===== config.mk =====
export PLATFORM = sky130hd
export DESIGN_NAME = uart_tx_dbuf
export DESIGN_NICKNAME = d
export VERILOG_FILES = /design/src/rtl/utx_pkg.sv /design/src/rtl/utx_hold_buf.sv /design/src/rtl/utx_framer.sv /design/src/rtl/utx_bit_timer.sv /design/src/rtl/utx_shifter.sv /design/src/rtl/uart_tx_dbuf.sv
export SDC_FILE = /design/constraint.sdc
export NUM_CORES = 1
export LEC_CHECK = 0
export ABC_AREA = 1
export BUFFER_PORTS_ARGS = -buffer_cell sky130_fd_sc_hd__buf_2
export CAP_MARGIN = 30
export CORE_ASPECT_RATIO = 0.7
export CORE_MARGIN = 1.5
export CORE_UTILIZATION = 55
export DETAILED_ROUTE_END_ITERATION = 12
export PLACE_DENSITY = 0.77
export RECOVER_POWER = 25
export SYNTH_ARGS = -nofsm -noshare
export SYNTH_HDL_FRONTEND = slang
export SYNTH_SLANG_ARGS = --single-unit

===== constraint.sdc =====
create_clock -name clk -period 5.28 [get_ports clk]
set_clock_uncertainty 0.1 [all_clocks]
set_input_delay 0 -clock clk [delete_from_list [all_inputs] [get_ports clk]]
set_output_delay 0 -clock clk [all_outputs]
set_load 0.01 [all_outputs]

===== src/rtl/utx_pkg.sv =====
package utx_pkg;

  typedef enum logic [1:0] {
    PAR_NONE = 2'd0,
    PAR_EVEN = 2'd1,
    PAR_ODD  = 2'd2,
    PAR_RSVD = 2'd3
  } par_mode_e;

  typedef enum logic [1:0] {
    LEN_SHORT = 2'd0,
    LEN_BYTE  = 2'd1,
    LEN_LONG  = 2'd2,
    LEN_RSVD  = 2'd3
  } len_mode_e;

endpackage


===== src/rtl/utx_hold_buf.sv =====
module utx_hold_buf #(
  parameter int DW = 9
) (
  input  logic          clk,
  input  logic          rst,
  input  logic          wr_en,
  input  logic [DW-1:0] wr_data,
  input  logic          take,
  output logic [DW-1:0] data,
  output logic          full,
  output logic          empty
);

  // A write in the same cycle as a take wins: the old value is taken
  // by the shifter and the new one stays held.
  always_ff @(posedge clk) begin
    if (rst) begin
      data  <= '0;
      full  <= 1'b0;
      empty <= 1'b1;
    end else begin
      if (wr_en) begin
        data  <= wr_data;
        full  <= 1'b1;
        empty <= 1'b0;
      end else if (take) begin
        full  <= 1'b0;
        empty <= 1'b1;
      end
    end
  end

endmodule


===== src/rtl/utx_framer.sv =====
module utx_framer #(
  parameter int DW = 9,
  parameter int FW = DW + 4,
  parameter int LW = 4
) (
  input  logic [DW-1:0] data,
  input  logic [1:0]    len_sel,
  input  logic [1:0]    par_sel,
  input  logic          two_stop,
  output logic [FW-1:0] frame,
  output logic [LW-1:0] nbits
);
  import utx_pkg::*;

  int   ndata;
  logic par_en;
  logic par_acc;

  always_comb begin
    case (len_mode_e'(len_sel))
      LEN_SHORT: ndata = DW - 2;
      LEN_LONG:  ndata = DW;
      default:   ndata = DW - 1;
    endcase
    par_en  = (par_mode_e'(par_sel) == PAR_EVEN) || (par_mode_e'(par_sel) == PAR_ODD);
    par_acc = 1'b0;
    frame   = '1;
    frame[0] = 1'b0;
    for (int i = 0; i < DW; i++) begin
      if (i < ndata) begin
        frame[i+1] = data[i];
        par_acc    = par_acc ^ data[i];
      end
    end
    if (par_en) begin
      frame[ndata+1] = (par_mode_e'(par_sel) == PAR_ODD) ? ~par_acc : par_acc;
    end
    nbits = LW'(1 + ndata + (par_en ? 1 : 0) + (two_stop ? 2 : 1));
  end

endmodule


===== src/rtl/utx_bit_timer.sv =====
module utx_bit_timer #(
  parameter int OSR = 16,
  parameter int CW  = $clog2(OSR)
) (
  input  logic clk,
  input  logic rst,
  input  logic tick,
  input  logic run,
  input  logic restart,
  output logic bit_end
);

  localparam logic [CW-1:0] LAST = CW'(OSR - 1);

  logic [CW-1:0] cnt;

  assign bit_end = run & tick & (cnt == LAST);

  always_ff @(posedge clk) begin
    if (rst || restart) begin
      cnt <= '0;
    end else if (run && tick) begin
      cnt <= (cnt == LAST) ? '0 : cnt + 1'b1;
    end
  end

endmodule


===== src/rtl/utx_shifter.sv =====
module utx_shifter #(
  parameter int FW = 13,
  parameter int LW = 4
) (
  input  logic          clk,
  input  logic          rst,
  input  logic          pend,
  input  logic          cts,
  input  logic [FW-1:0] frame,
  input  logic [LW-1:0] nbits,
  input  logic          bit_end,
  input  logic          brk,
  output logic          sending,
  output logic          txd,
  output logic          take
);

  logic [FW-1:0] sh, sh_n;
  logic [LW-1:0] left, left_n;
  logic          send_n;
  logic          last;

  assign last = (left == LW'(1));
  // A new frame may start from idle or exactly at the end of the last bit.
  assign take = pend & cts & (~sending | (bit_end & last));

  always_comb begin
    sh_n   = sh;
    left_n = left;
    send_n = sending;
    if (take) begin
      sh_n   = frame;
      left_n = nbits;
      send_n = 1'b1;
    end else if (sending && bit_end) begin
      if (last) begin
        sh_n   = '1;
        left_n = '0;
        send_n = 1'b0;
      end else begin
        sh_n   = {1'b1, sh[FW-1:1]};
        left_n = left - 1'b1;
      end
    end
  end

  always_ff @(posedge clk) begin
    if (rst) begin
      sh      <= '1;
      left    <= '0;
      sending <= 1'b0;
      txd     <= 1'b1;
    end else begin
      sh      <= sh_n;
      left    <= left_n;
      sending <= send_n;
      txd     <= brk ? 1'b0 : sh_n[0];
    end
  end

endmodule


===== src/rtl/uart_tx_dbuf.sv =====
module uart_tx_dbuf #(
  parameter int DATA_MAX = 9,
  parameter int OSR      = 16
) (
  input  logic                clk,
  input  logic                rst,
  input  logic                tick16,
  input  logic [1:0]          len_sel,
  input  logic [1:0]          par_sel,
  input  logic                two_stop,
  input  logic                cts,
  input  logic                brk,
  input  logic                wr_en,
  input  logic [DATA_MAX-1:0] wr_data,
  output logic                txd,
  output logic                buf_empty,
  output logic                busy,
  output logic                rts
);

  localparam int FW = DATA_MAX + 4;
  localparam int LW = $clog2(FW + 1);

  logic [DATA_MAX-1:0] held;
  logic                full;
  logic                take;
  logic [FW-1:0]       frame;
  logic [LW-1:0]       nbits;
  logic                bit_end;
  logic                sending;

  utx_hold_buf #(.DW(DATA_MAX)) u_hold (
    .clk(clk), .rst(rst), .wr_en(wr_en), .wr_data(wr_data), .take(take),
    .data(held), .full(full), .empty(buf_empty)
  );

  utx_framer #(.DW(DATA_MAX), .FW(FW), .LW(LW)) u_frame (
    .data(held), .len_sel(len_sel), .par_sel(par_sel), .two_stop(two_stop),
    .frame(frame), .nbits(nbits)
  );

  utx_bit_timer #(.OSR(OSR)) u_timer (
    .clk(clk), .rst(rst), .tick(tick16), .run(sending), .restart(take),
    .bit_end(bit_end)
  );

  utx_shifter #(.FW(FW), .LW(LW)) u_shift (
    .clk(clk), .rst(rst), .pend(full), .cts(cts), .frame(frame), .nbits(nbits),
    .bit_end(bit_end), .brk(brk), .sending(sending), .txd(txd), .take(take)
  );

  assign busy = sending | full;
  assign rts  = full;

endmodule


After elaboration in Yosys (flattened, before gate mapping)
Index checks and enable logic that the tools add are counted.
Operators by class
  reduce and logical (&&, ||, !) cells: 10
  bitwise gates (word level): 17
  multiplexer cells: 41
  equal/unequal tests: 5
  add/sub/neg operators: 5
  order comparisons: 11
Operator list (number)
  $mux 13: 3
  $mux 1: 29
  $lt 3x4->1 const A: 4
  $mux 4: 4
  $bwmux 13: 1
  $mux 12: 1
  $add 4x4->4: 2
  $lt 1x4->1 const A: 2
  $lt 2x4->1 const A: 2
  $pmux 4 s2: 1
  $xor 1x1->1: 8
  $reduce_bool 2->1: 3
  $add 4x1->5 const B: 1
  $and 1x1->1: 5
  $ge 5x1->1 const B: 1
  $lt 5x5->1 const B: 1
  $add 4x1->4 const B: 1
  $demux 1 s4: 1
  $eq 2x2->1 const B: 2
  $eq 4x1->1 const B: 1
  $eq 4x4->1 const B: 1
  $lt 4x4->1 const A: 1
  $sub 4x1->4 const B: 1
  $logic_and 1x1->1: 3
  other kinds (7): 10
Storage, ports and cells
  output and inout bits: 4
  register bits after elaboration: 34
  bits of input ports: 20
  word-level logic and storage cells: 98

Longest topological paths before layout
  depth after elaboration: 26
  gate-level depth with buffers: 15
  mapped depth without buffers: 15

Modules after synthesis
Synthesis repeated with hierarchy kept, for this count alone.
Unflattened totals
  cells, all modules: 317
  area total of the unflattened synthesis: 2198.4 µm²
Modules (own cells, without submodules)
  utx_shifter: times used 1, area each 1107.3 µm², seq. area each 380.4 µm², cells an instance 159
  utx_framer: times used 1, area each 456.7 µm², seq. area each 0.0 µm², cells an instance 76
  utx_hold_buf: times used 1, area each 410.4 µm², seq. area each 220.2 µm², cells an instance 47
  utx_bit_timer: times used 1, area each 212.7 µm², seq. area each 80.1 µm², cells an instance 32
  uart_tx_dbuf: times used 1, area each 11.3 µm², seq. area each 0.0 µm², cells an instance 3

Worst setup path before layout
Ideal clock, no wire load.
  path type: register to register
  start point: reg u_timer.cnt[0]
  end point: reg u_shift.sh[8]
  cell stages (with the launch flop): 12
  required time: 5.063 ns
  clock period less this slack: 1.779 ns
  library setup time: 0.117 ns
  setup slack: 3.501 ns
  buffers on the path: 1
  arrival time: 1.562 ns
  cell sequence: dfxtp_1 > ha_1 > nand3_1 > nor2_4 > nand2_2 > a21oi_4 > inv_2 > nand2_2 > inv_2 > buf_6 > a211oi_2 > nand2_1
On the way
  word-level cells in the longest chain between the ends: 6
  elaborated cells between the ends (all ways): 8
  classes of those cells: eq/ne: 1; mux: 1; bitwise: 4; reduce/logical: 2
Ends and longest elaborated chain
  start, declared: RTL line utx_bit_timer.sv:15  | logic [CW-1:0] cnt;
  start signal, assigned: RTL line utx_bit_timer.sv:23  | cnt <= (cnt == LAST) ? '0 : cnt + 1'b1;
  $eq 4x4->1 *: RTL line utx_bit_timer.sv:17  | assign bit_end = run & tick & (cnt == LAST);
  $and 1x1->1 *: RTL line utx_bit_timer.sv:17
  $and 1x1->1: RTL line utx_shifter.sv:25  | assign take = pend & cts & (~sending | (bit_end & last));
  $or 1x1->1: RTL line utx_shifter.sv:25
  $and 1x1->1: RTL line utx_shifter.sv:25
  $mux 13 or $reduce_bool 2->1 (tied branches)
  end signal, assigned: RTL line utx_shifter.sv:54  | sh <= sh_n;
  end, declared: RTL line utx_shifter.sv:18  | logic [FW-1:0] sh, sh_n;
Every way passes the cells marked *; elsewhere a longest branch is shown, timed or not.
A chain may end at the register's enable or synchronous reset.

Worst setup path in the final report
  start point: reg u_shift.left[0]
  end point: reg u_shift.sh[9]
On the way
  word-level cells in the longest chain between the ends: 5
  elaborated cells between the ends (all ways): 8
  classes of those cells: eq/ne: 1; mux: 3; bitwise: 3; reduce/logical: 1
Ends and longest elaborated chain
  start, declared: RTL line utx_shifter.sv:19  | logic [LW-1:0] left, left_n;
  start signal, assigned: RTL line utx_shifter.sv:55  | left <= left_n;
  $eq 4x1->1 *: RTL line utx_shifter.sv:23  | assign last = (left == LW'(1));
  $and 1x1->1: RTL line utx_shifter.sv:25
  $or 1x1->1: RTL line utx_shifter.sv:25
  $and 1x1->1: RTL line utx_shifter.sv:25
  $mux 13 or $reduce_bool 2->1 (tied branches)
Every way passes the cells marked *; elsewhere a longest branch is shown, timed or not. The select of a mux whose other input is x is not followed.

==> out/results.ini <==
[sta]
post-route-period-util = 0.425
max_slew.worst_pin.slew_ps = 714
finalHoldViolations = 0
hold_slack_ps = 30.2
rsz0062_at_grt = no
totalNegativeSetupSlack_ps = 0
post-route-min-period_ps = 2240
relative_slew_slack = 0.523
peak_clock_frequency_supported_by_timing_mhz = 446
timing.final.setup_violations = 0
slew_violations = 0

[routing]
vias_per_cell = 5.13
drt_iter0_markers = 136
detail_route.first_pass.iterations = 4
num_vias = 1571
drtAntennaViolNets = 0
post_route_wl_um = 3810
drc = 0
routedWlPerCell_um = 12.4

[clocking]
clock_tree.buffer_depth = 2
clock_latency_ps = 280
clkSlewWorstSetupHoldPaths_ps = 60
clock_sink_count = 34
htree_levels = 2
cts_made_buffers = 5
cts_tree = done
clk_root_buffer_cell = sky130_fd_sc_hd__clkbuf_8
postCtsResizedCells = 0

[layout]
layout-drive-gt1-share = 0.130
synthToLayoutAreaGrowth_pct = 21.9
final_cell_area_mm2 = 0.00206
final_nets = 295
final_util = 0.721
antenna_cells = 0
layout.cells.most_common_list = sky130_fd_sc_hd__nand2_1 (53), sky130_fd_sc_hd__dfxtp_1 (34), sky130_fd_sc_hd__inv_1 (33), sky130_fd_sc_hd__o21ai_0 (23), sky130_fd_sc_hd__buf_2 (18)
layout.cells.most_common = sky130_fd_sc_hd__nand2_1

[placed_design]
dpl.hpwl_um = 2520
place.port_buffers = 23
dpl_cell_area_mm2 = 0.00182
place_congestion = 0.892

[synth]
synth_top_area_share = 0.402
postSynthNetCount = 256
mappedNetlistArea_mm2 = 0.00169
synthDistinctLibCells = 30
synth.largest_area_cell = sky130_fd_sc_hd__dfxtp_1
synth-warning-count = 0
synth-seq-cells = 34
ranking_of_synthesized_cells_by_area = sky130_fd_sc_hd__dfxtp_1 (40%), sky130_fd_sc_hd__nand2_1 (12%), sky130_fd_sc_hd__inv_1 (7.3%)
post_synthesis_area_per_instance_um2 = 7.36
synth_cells = 230
synth_seq_area_share = 0.402

[global_routing]
antenna_found_initial = 0
grt_first_pass_wirelength_um = 6170
gr-usage-all-layers = 0.232
congestion_overflow_gr = 0
grt_start_max_net_pins = 26
first_global_vias = 1352

[critical_path]
setup_crit_end = u_shift.sh[9]
reg2reg_setup_slack_ps = 3040
timing.rr.start = u_shift.left[0]
crit_path_end_kind = flip-flop
ff2ff_path_depth = 12
critical_path.startpoint_type = flip-flop
critical_path.max_fanout = 13
reg2reg_to = u_shift.sh[9]
setup.worst_path.class = flip-flop to flip-flop
cp_data_required_time_ps = 5340
critPathArrivalTime_ps = 2300
crit_start = u_shift.left[0]

[power]
p_total_uw = 570
peakVddDrop_mv = 0.156
power_per_cell_area_mw_per_mm2 = 276
power_leakage_nw = 0.969

[floorplan]
die_height_um = 49.4
fp.dieW_um = 69.3
core_area_mm2 = 0.00286
design.die.area_mm2 = 0.00342
io_pins = 24
std_cell_rows = 16
floorplan.initialDensity = 0.591

[status]
status = finished, final reports clean

[worst_hold_path]
worstHoldPathType = input port to flip-flop

[job]
drv_cap = 0

## cell type report
| type | instances | area (µm²) |
|---|---|---|
| sequential | 34 | 681 |
| multi-input combinational | 154 | 846 |
| timing repair buffer | 39 | 269 |
| clock buffer | 7 | 86.3 |
| inverter | 35 | 131 |
| clock inverter | 1 | 5.00 |
| fill | 239 | 800 |
| tap | 36 | 45.0 |
## cells in the mapped netlist, drive strengths merged
master and count:
buf 2, o211a 1, o2111ai 7, fa 2
a21oi 14, a211oi 2, clkbuf 5, xor2 4
ha 4, inv 35, nor3 3, xnor2 2
dfxtp 34, o22ai 4, nor2 19, nand2 56
o211ai 1, nand4 1, nand3 8, o21ai 23
nor3b 1, or2 1, o221ai 1
## metrics by stage
step / setup slack, ps / cells
2_1_floorplan: 3500 / 230
3_3_place_gp: 3190 / 282
3_5_place_dp: 3070 / 282
4_1_cts: 3050 / 306
5_1_grt: 2830 / 306
6_report: 3040 / 306
## power breakdown
part / internal [mW] / switching [mW] / total [mW]
logic: 0.0404 / 0.0546 / 0.0950
clock network: 0.105 / 0.0882 / 0.193
registers: 0.272 / 0.00966 / 0.281
total: 0.417 / 0.152 / 0.570
## critical path, cell delays in order (launching register included)
cell	delay, ps
sky130_fd_sc_hd__dfxtp_1	400
sky130_fd_sc_hd__ha_1	170
sky130_fd_sc_hd__nand2_1	80
sky130_fd_sc_hd__inv_1	250
sky130_fd_sc_hd__nand2_2	130
sky130_fd_sc_hd__a21oi_4	200
sky130_fd_sc_hd__inv_2	150
sky130_fd_sc_hd__nand2_2	140
sky130_fd_sc_hd__inv_2	120
sky130_fd_sc_hd__nand2_1	80
sky130_fd_sc_hd__nand2_1	50
sky130_fd_sc_hd__nor2_1	140
sky130_fd_sc_hd__o21ai_0	100
## cell families (layout without fill, tap and decap cells)
logic type | count (synthesis) | in the layout | synth area share
AOI/OAI and AO/OA | 53 | 53 | 0.194
xor gates and xnor gates | 6 | 6 | 0.0310
adders and majority gates | 6 | 6 | 0.0532
buffers and inverters | 42 | 82 | 0.0983
DFF | 34 | 34 | 0.402
and+or+nand+nor | 89 | 89 | 0.221
## what timing repair did
action,CTS,global route
hold buffers,16,0
endpoints found under the setup margin,0,0
hold endpoints to repair,17,0
setup buffers,0,0
## metal layers
metal | wire, µm | global-route usage | part of all wire | vias to the layer above
li1 | - | - | - | 825
met2 | 1610 | 0.353 | 0.42 | 52
met3 | 268 | 0.0930 | 0.070 | 5
met4 | 36 | 0.0621 | 0.0095 | 0
met5 | 0 | 0 | 0 | -
met1 | 1890 | 0.307 | 0.50 | 689
## flip-flops by register name, indices dropped and copies added, names as in the netlist
register         count
u_hold.full          1
u_hold.empty         1
u_shift.left         4
u_timer.cnt          4
u_shift.sending      1
u_shift.txd          1
u_shift.sh          13
u_hold.data          9
## how the worst min path moves through the flow
stage	from	endpoint	cells after the start
after floorplan	rst	u_shift.sending	1
after global placement	brk	u_shift.txd	2
after detailed placement	brk	u_shift.txd	2
after CTS	len_sel[0]	u_shift.sh[9]	4
after global routing	cts	u_shift.sh[8]	5
final	len_sel[0]	u_shift.sh[9]	4
Note: power is estimated with default switching activity, not from simulation.
